`config.mk`:
```
export PLATFORM = sky130hd
export DESIGN_NAME = pinmux_ctrl
export DESIGN_NICKNAME = d
export VERILOG_FILES = /design/src/rtl/pmx_pkg.sv /design/src/rtl/pmx_unlock.sv /design/src/rtl/pmx_wordbank.sv /design/src/rtl/pmx_pad_map.sv /design/src/rtl/pinmux_ctrl.sv
export SDC_FILE = /design/constraint.sdc
export NUM_CORES = 1
export LEC_CHECK = 0
export ABC_CLOCK_PERIOD_IN_PS = 3500
export BUFFER_PORTS_ARGS = -buffer_cell sky130_fd_sc_hd__buf_2
export CAP_MARGIN = 25
export CELL_PAD_IN_SITES_DETAIL_PLACEMENT = 0
export CELL_PAD_IN_SITES_GLOBAL_PLACEMENT = 2
export CORE_AREA = 5 5 262 366
export CTS_CLUSTER_SIZE = 8
export DETAILED_ROUTE_END_ITERATION = 8
export DIE_AREA = 0 0 267 371
export PLACE_DENSITY_LB_ADDON = 0.1
export REMOVE_ABC_BUFFERS = 1
export SYNTH_ARGS = -nofsm -noshare
export SYNTH_HDL_FRONTEND = slang
export SYNTH_SLANG_ARGS = --single-unit
```
`constraint.sdc`:
```
create_clock -name clk -period 3.5 [get_ports clk]
set_clock_uncertainty 0.15 [all_clocks]
set_input_delay 0.7 -clock clk [delete_from_list [all_inputs] [get_ports clk]]
set_output_delay 0.7 -clock clk [all_outputs]
set_load 0.01 [all_outputs]
```
`src/rtl/pmx_pkg.sv`:
```
package pmx_pkg;
  localparam int DW        = 32;
  localparam int AW        = 12;
  localparam int PADS_BANK = 32;
  localparam int NB_DEF    = 2;
  localparam int FLD_W     = 4;
  localparam int FLD_WORD  = DW / FLD_W;
  localparam int DRV_W     = 3;

  localparam logic [3:0] RG_CTRL = 4'h0;
  localparam logic [3:0] RG_SEL  = 4'h1;
  localparam logic [3:0] RG_FUNC = 4'h2;
  localparam logic [3:0] RG_DRV  = 4'h3;
  localparam logic [3:0] RG_PEN  = 4'h4;
  localparam logic [3:0] RG_PDIR = 4'h5;

  // code width of one pad's drive field: odd pads are finer grained
  function automatic int drv_width(input int pad);
    return (pad % 2 == 1) ? 3 : 2;
  endfunction

  function automatic logic [DW-1:0] drv_word_mask(input int word);
    logic [DW-1:0] m;
    m = '0;
    for (int s = 0; s < FLD_WORD; s++)
      for (int b = 0; b < drv_width(word * FLD_WORD + s); b++)
        m[s * FLD_W + b] = 1'b1;
    return m;
  endfunction
endpackage

```
`src/rtl/pmx_unlock.sv`:
```
module pmx_unlock #(
  parameter int DW = 32
) (
  input  logic          clk,
  input  logic          rst_n,
  input  logic          wr_en,
  input  logic          key_sel,
  input  logic [DW-1:0] wdata,
  output logic [DW-1:0] key_q,
  output logic          key_ok
);
  logic          armed_q, armed_d;
  logic [DW-1:0] key_d;

  always_comb begin
    armed_d = armed_q;
    key_d   = key_q;
    if (wr_en) begin
      armed_d = key_sel;
      if (key_sel) key_d = wdata;
    end
  end

  assign key_ok = armed_q && (key_q == ~wdata);

  always_ff @(posedge clk or negedge rst_n) begin
    if (!rst_n) begin
      armed_q <= 1'b0;
      key_q   <= '0;
    end else begin
      armed_q <= armed_d;
      key_q   <= key_d;
    end
  end
endmodule

```
`src/rtl/pmx_wordbank.sv`:
```
module pmx_wordbank #(
  parameter int DW           = 32,
  parameter int N            = 2,
  parameter bit DRIVE_LAYOUT = 1'b0
) (
  input  logic            clk,
  input  logic            rst_n,
  input  logic            we,
  input  logic [5:0]      idx,
  input  logic [DW-1:0]   wdata,
  output logic [N*DW-1:0] words
);
  for (genvar i = 0; i < N; i++) begin : g_word
    localparam logic [DW-1:0] MASK =
      DRIVE_LAYOUT ? pmx_pkg::drv_word_mask(i) : {DW{1'b1}};
    logic [DW-1:0] q, d;
    logic          en;

    assign en = we && (idx == 6'(i));

    always_comb begin
      d = q;
      if (en) d = wdata & MASK;
    end

    always_ff @(posedge clk or negedge rst_n) begin
      if (!rst_n) q <= '0;
      else        q <= d;
    end

    assign words[i*DW +: DW] = q;
  end
endmodule

```
`src/rtl/pmx_pad_map.sv`:
```
module pmx_pad_map #(
  parameter int NPAD = 64
) (
  input  logic [NPAD-1:0]   sel_w,
  input  logic [NPAD*4-1:0] func_w,
  input  logic [NPAD*4-1:0] drv_w,
  input  logic [NPAD-1:0]   pen_w,
  input  logic [NPAD-1:0]   pdir_w,
  output logic [NPAD-1:0]   pad_periph,
  output logic [NPAD*4-1:0] pad_func,
  output logic [NPAD*3-1:0] pad_drive,
  output logic [NPAD-1:0]   pad_pull_up,
  output logic [NPAD-1:0]   pad_pull_dn
);
  for (genvar p = 0; p < NPAD; p++) begin : g_pad
    assign pad_periph[p]      = sel_w[p];
    assign pad_func[p*4 +: 4] = func_w[p*4 +: 4];
    assign pad_drive[p*3 +: 3] = drv_w[p*4 +: 3];
    assign pad_pull_up[p]     = pen_w[p] & pdir_w[p];
    assign pad_pull_dn[p]     = pen_w[p] & ~pdir_w[p];
  end
endmodule

```
`src/rtl/pinmux_ctrl.sv`:
```
module pinmux_ctrl #(
  parameter int NB = pmx_pkg::NB_DEF
) (
  input  logic                          clk,
  input  logic                          rst_n,
  input  logic [pmx_pkg::AW-1:0]        bus_addr,
  input  logic [pmx_pkg::DW-1:0]        bus_wdata,
  input  logic                          bus_wr,
  input  logic                          bus_rd,
  output logic [pmx_pkg::DW-1:0]        bus_rdata,
  output logic [NB*pmx_pkg::PADS_BANK-1:0]   pad_periph,
  output logic [NB*pmx_pkg::PADS_BANK*4-1:0] pad_func,
  output logic [NB*pmx_pkg::PADS_BANK*3-1:0] pad_drive,
  output logic [NB*pmx_pkg::PADS_BANK-1:0]   pad_pull_up,
  output logic [NB*pmx_pkg::PADS_BANK-1:0]   pad_pull_dn
);
  import pmx_pkg::*;
  localparam int NPAD = NB * PADS_BANK;
  localparam int FW   = NPAD / FLD_WORD;

  logic [3:0] region;
  logic [5:0] idx;
  logic       aligned;
  logic       hit_key, hit_stat, hit_sel, hit_func, hit_drv, hit_pen, hit_pdir;
  logic       guarded_hit, key_ok, reject;
  logic [DW-1:0] key_q;
  logic          err_q, err_d;
  logic [DW-1:0] rd_val, rdata_q, rdata_d;

  logic [NB*DW-1:0] sel_w, pen_w, pdir_w;
  logic [FW*DW-1:0] func_w, drv_w;

  assign region  = bus_addr[11:8];
  assign idx     = bus_addr[7:2];
  assign aligned = (bus_addr[1:0] == 2'b00);

  assign hit_key  = aligned && region == RG_CTRL && idx == 6'd0;
  assign hit_stat = aligned && region == RG_CTRL && idx == 6'd1;
  assign hit_sel  = aligned && region == RG_SEL  && idx < 6'(NB);
  assign hit_func = aligned && region == RG_FUNC && idx < 6'(FW);
  assign hit_drv  = aligned && region == RG_DRV  && idx < 6'(FW);
  assign hit_pen  = aligned && region == RG_PEN  && idx < 6'(NB);
  assign hit_pdir = aligned && region == RG_PDIR && idx < 6'(NB);

  assign guarded_hit = hit_sel | hit_func | hit_drv;
  assign reject      = bus_wr & guarded_hit & ~key_ok;

  pmx_unlock #(.DW(DW)) u_unlock (
    .clk(clk), .rst_n(rst_n), .wr_en(bus_wr), .key_sel(hit_key),
    .wdata(bus_wdata), .key_q(key_q), .key_ok(key_ok)
  );

  pmx_wordbank #(.DW(DW), .N(NB), .DRIVE_LAYOUT(1'b0)) u_sel (
    .clk(clk), .rst_n(rst_n), .we(bus_wr & hit_sel & key_ok),
    .idx(idx), .wdata(bus_wdata), .words(sel_w)
  );
  pmx_wordbank #(.DW(DW), .N(FW), .DRIVE_LAYOUT(1'b0)) u_func (
    .clk(clk), .rst_n(rst_n), .we(bus_wr & hit_func & key_ok),
    .idx(idx), .wdata(bus_wdata), .words(func_w)
  );
  pmx_wordbank #(.DW(DW), .N(FW), .DRIVE_LAYOUT(1'b1)) u_drv (
    .clk(clk), .rst_n(rst_n), .we(bus_wr & hit_drv & key_ok),
    .idx(idx), .wdata(bus_wdata), .words(drv_w)
  );
  pmx_wordbank #(.DW(DW), .N(NB), .DRIVE_LAYOUT(1'b0)) u_pen (
    .clk(clk), .rst_n(rst_n), .we(bus_wr & hit_pen),
    .idx(idx), .wdata(bus_wdata), .words(pen_w)
  );
  pmx_wordbank #(.DW(DW), .N(NB), .DRIVE_LAYOUT(1'b0)) u_pdir (
    .clk(clk), .rst_n(rst_n), .we(bus_wr & hit_pdir),
    .idx(idx), .wdata(bus_wdata), .words(pdir_w)
  );

  pmx_pad_map #(.NPAD(NPAD)) u_map (
    .sel_w(sel_w), .func_w(func_w), .drv_w(drv_w), .pen_w(pen_w),
    .pdir_w(pdir_w), .pad_periph(pad_periph), .pad_func(pad_func),
    .pad_drive(pad_drive), .pad_pull_up(pad_pull_up), .pad_pull_dn(pad_pull_dn)
  );

  // sticky error flag, write-one-to-clear
  always_comb begin
    err_d = err_q;
    if (reject)                                   err_d = 1'b1;
    else if (bus_wr && hit_stat && bus_wdata[0])  err_d = 1'b0;
  end

  always_comb begin
    rd_val = '0;
    if (hit_key)  rd_val = key_q;
    if (hit_stat) rd_val = {{(DW-1){1'b0}}, err_q};
    for (int i = 0; i < NB; i++) begin
      if (hit_sel  && idx == 6'(i)) rd_val = sel_w[i*DW +: DW];
      if (hit_pen  && idx == 6'(i)) rd_val = pen_w[i*DW +: DW];
      if (hit_pdir && idx == 6'(i)) rd_val = pdir_w[i*DW +: DW];
    end
    for (int i = 0; i < FW; i++) begin
      if (hit_func && idx == 6'(i)) rd_val = func_w[i*DW +: DW];
      if (hit_drv  && idx == 6'(i)) rd_val = drv_w[i*DW +: DW];
    end
  end

  always_comb begin
    rdata_d = rdata_q;
    if (bus_rd) rdata_d = rd_val;
  end

  always_ff @(posedge clk or negedge rst_n) begin
    if (!rst_n) begin
      err_q   <= 1'b0;
      rdata_q <= '0;
    end else begin
      err_q   <= err_d;
      rdata_q <= rdata_d;
    end
  end

  assign bus_rdata = rdata_q;
endmodule

```
==> reports/metrics.sh <==
SEQ_AREA_FRAC_SYNTH_PCT=51.2
POST-LAYOUT-TOTAL-POWER_mW=17.1
YS.FLOP_TYPE='sky130_fd_sc_hd__dfrtp_1'
DETAILEDPLACEMENTHPWL_MM=137
ROUTABILITYCONGESTION=0.939
CRITICAL-PATH-MAX-STAGE-DELAY_NS=0.43
GLOBALROUTE.TOTALOVERFLOW=0
REGTOREGSETUPSLACK_NS=0.40
VDD_DROP_MAX_mV=0.339
TIMING.SETUP.CRITICAL_PATH_CLASS='flop to flop'
YOSYSTOPAREACELL='sky130_fd_sc_hd__dfrtp_1'
FIRST_PASS_GRT_WIRE_LENGTH_MM=240
DP_WORST_SETUP_SLACK_NS=-0.0856
IO-PIN-COUNT=720
REQUIRED_TIME_AT_THE_WORST_SLACK_ENDPOINT_NS=3.87
CRITPATHCAPTURETYPE='flop'
DETAILED_ROUTING_ITERATIONS_PASS_1=6
NETS=3755
WORST_SETUP_HOLD_PATH_CLK_SLEW_NS=0.05
DETAIL_ROUTE.WL_PER_CELL_UM=35.2
SYN_AVG_CELL_AREA_UM2=12.0
GRT_SETUP_UNREPAIRED='no'
CRITICAL_PATH_BUF_INV_COUNT=2
FINALSETUPVIOLATIONS=0
FINAL_UTIL_PCT=46.9
ROUTED_VIA_DENSITY=5.89
DRV_CAP=0
TIMING_HOLD_VIOLATIONS_FINAL=0
CP-START-KIND='flop'
CP_CELL_SEQUENCE='xnor2_1 -> nor4_1 -> nand4b_1 -> nor4_4 -> nand2_1 -> buf_4 -> nor2_4 -> buf_12 -> mux2_2'
WORSTHOLDPATHTYPE='input port to flop'
BUFFERS_ON_PORTS=687
DIE-AREA_MM2=0.0991
FLOORPLAN.INITIALDENSITY_PCT=35.7
SYNTH_AREA_LEADERS='sky130_fd_sc_hd__dfrtp_1, sky130_fd_sc_hd__mux2_2, sky130_fd_sc_hd__a22oi_1, sky130_fd_sc_hd__nor2b_1, sky130_fd_sc_hd__clkbuf_1'
CTSLONGESTPATHBUFFERS=3
CORE_AREA_MM2=0.0922
FINALCRITICALPERIOD_NS=3.10
VIA_COUNT=29000
GRT_START_MAX_NET_PINS=78
NUM_CTS_BUFFERS=94
REPORT.FINAL.SLEW_VIOL_COUNT=0
YOSYS_WARNINGS=0
TNS_NS=0
TIMING.FMAX_MHz=323
P_LEAK_nW=22.7
FINALWORSTSETUPSLACK_NS=0.402
CPMAXSTAGEDELAYCELL='sky130_fd_sc_hd__nor4_1'
CLK_LATENCY_NS=0.65
DIE-HEIGHT_UM=371
DPL.CELL_COUNT=4815
PLACEMENT_ROWS=132
POSTLAYOUTCELLAREA_MM2=0.0432
SYNTHESIS.AREA_MM2=0.0329
PROPORTION_OF_SYNTHESIZED_FLIP_FLOPS_HAVING_ASYNCHRONOUS_SET_OR_RESET_PCT=100
POSTROUTEANTENNANETS=0
GRT_ANTENNA_BEFORE_REPAIR=10
AREA_GROWTH_PCT=31.3
OVERALL_GLOBAL_ROUTING_USAGE_PCT=33.9
LAYOUTNONFILLERINSTCOUNT=4924
STATUS='complete, no violations'
CP_MAX_FO=18
CTS_NUM_SINKS=674
PLACE_AREA_MM2=0.0407
WORST_SLEW_PIN_SLEW_NS=0.948
SYNTH_CELL_TYPE_COUNT=84
CRIT_FAMILY='simple AND/OR/NAND/NOR gates'
DETAILEDROUTE.FIRSTITERATIONVIOLATIONS=2608
GRT_PASS1_VIAS=30200
SLEW_HEADROOM_PCT=36.8
TIMING.FINAL.CRIT_SHARE_PCT=88.5
POST_CTS_RESIZED=0
HORIZ_DIE_DIM_UM=267
ROUTE.DETAILED.DRC=0
CLOCK_TREE.HTREE_LEVEL_COUNT=3
POWER.DENSITY_CELL_AREA_mW_PER_MM2=395
CTS_ROOT_BUF='sky130_fd_sc_hd__clkbuf_16'
CP.ARRIVAL_NS=3.47
FINAL.HOLD.WORST_SLACK_NS=0.231
SYNTH_CELLS=2737
NUMBER_OF_SYNTHESIZED_REGISTER_BITS=674
TRITONCTS_CLOCK_TREE='yes'
POST_ROUTE_CELLS_DRIVE_ABOVE_1_SHARE_PCT=51.6
WL_MM=173
SYNTH-EDFF-COUNT=0
YOSYSTOPAREACELLSHARE_PCT=51.2
==> cells by family after synthesis <==
kind of cell | synth area share [%]
AOI/OAI and AO/OA | 10.5
xor gates and xnor gates | 0.851
buffers and inverters | 3.98
DFF | 51.2
muxes | 23.0
other | 0.0114
and+or+nand+nor | 10.5
==> where the power goes <==
part,leakage (nW),internal (mW),switching (mW)
combinational,12.1,0.249,0.689
sequential,9.38,7.83,0.0309
clock,1.22,4.82,3.44
total,22.7,12.9,4.16
==> Yosys cell counts (all sizes together), types with 5 or more instances <==
master   count
o21ai       90
o31ai        9
or3b         5
mux2       651
nor3        56
o2111ai      7
nand4       43
or4          6
or3         11
o211ai      18
nor4        40
a2bb2oi      5
a2111oi      8
mux2i       21
a211oi      21
a22oi       69
and2        68
nor2b       76
dfrtp      674
nand2b      12
o22ai       28
xnor2       31
a31oi        6
nor2       111
clkbuf     124
or2          6
inv         10
nand3       46
nand2       86
o221ai      21
a221o       11
buf        131
a21oi       92
a32oi        5
a22o        10
and3        14
a221oi      20
a222oi      32
==> flip-flops by register name (all words and copies together) (netlist names) <==
signal            flops
u_unlock.key_q       32
bus_rdata            32
u_unlock.armed_q      1
err_q                 1
u_pdir.g_word.q      64
u_drv.g_word.q      160
u_func.g_word.q     256
u_pen.g_word.q       64
u_sel.g_word.q       64
==> final cells by class <==
cell class / instances / area (µm²)
multi-input combinational: 1829 / 15000
timing repair buffer: 1098 / 7290
clock buffer: 97 / 2410
antenna: 5 / 12.5
sequential: 674 / 16900
inverter: 10 / 37.5
tap: 1206 / 1510
clock inverter: 5 / 104
fill: 8771 / 48900
==> layer usage <==
layer | up-vias | global-route usage, % | routed length, µm
met5 | - | 0 | 12
met4 | 2 | 15.9 | 9940
met3 | 370 | 8.37 | 14000
met2 | 1496 | 58.4 | 86000
met1 | 15100 | 39.6 | 63600
li1 | 12100 | - | -
==> worst paths after layout <==
kind	start	end	depth (start not counted)
worst max-delay path	u_unlock.key_q[19]$_DFFE_PN0P_	u_func.g_word[3].q[11]$_DFFE_PN0P_	9
worst min-delay path	bus_wdata[18]	u_unlock.key_q[18]$_DFFE_PN0P_	2
worst max register to register	u_unlock.key_q[19]$_DFFE_PN0P_	u_func.g_word[3].q[11]$_DFFE_PN0P_	9
worst min register to register	bus_rdata[12]$_DFFE_PN0P_	bus_rdata[12]$_DFFE_PN0P_	2
max in group asynchronous	rst_n	u_func.g_word[0].q[11]$_DFFE_PN0P_	3
min in group asynchronous	rst_n	u_drv.g_word[7].q[1]$_DFFE_PN0P_	2
==> repair_timing <==
item	in CTS	in global routing
setup buffers	0	0
endpoints found under the hold margin	10	0
setup endpoints to repair	0	0
hold buffers	1	0
==> placed cells by master, fill, tap and decap left out, drive strengths merged, types with 6 or more instances in the layout <==
master and instances:
a22o 10, nor2b 76, or4 6, a2111oi 8, nor4 40, a222oi 32, a21oi 92, clkbuf 97
and3 14, nand2 86, inv 11, and2 68, a221oi 20, a221o 11, conb 32, a31oi 6
or3 11, nand4 43, a211oi 21, nor3 56, nor2 111, mux2i 21, nand2b 12, o22ai 28
o211ai 18, xnor2 31, dfrtp 674, nand3 46, mux2 651, buf 1097, a22oi 69, o221ai 21
or2 6, o21ai 90, o31ai 9, o2111ai 7
Power figures use the tool's default switching activity.
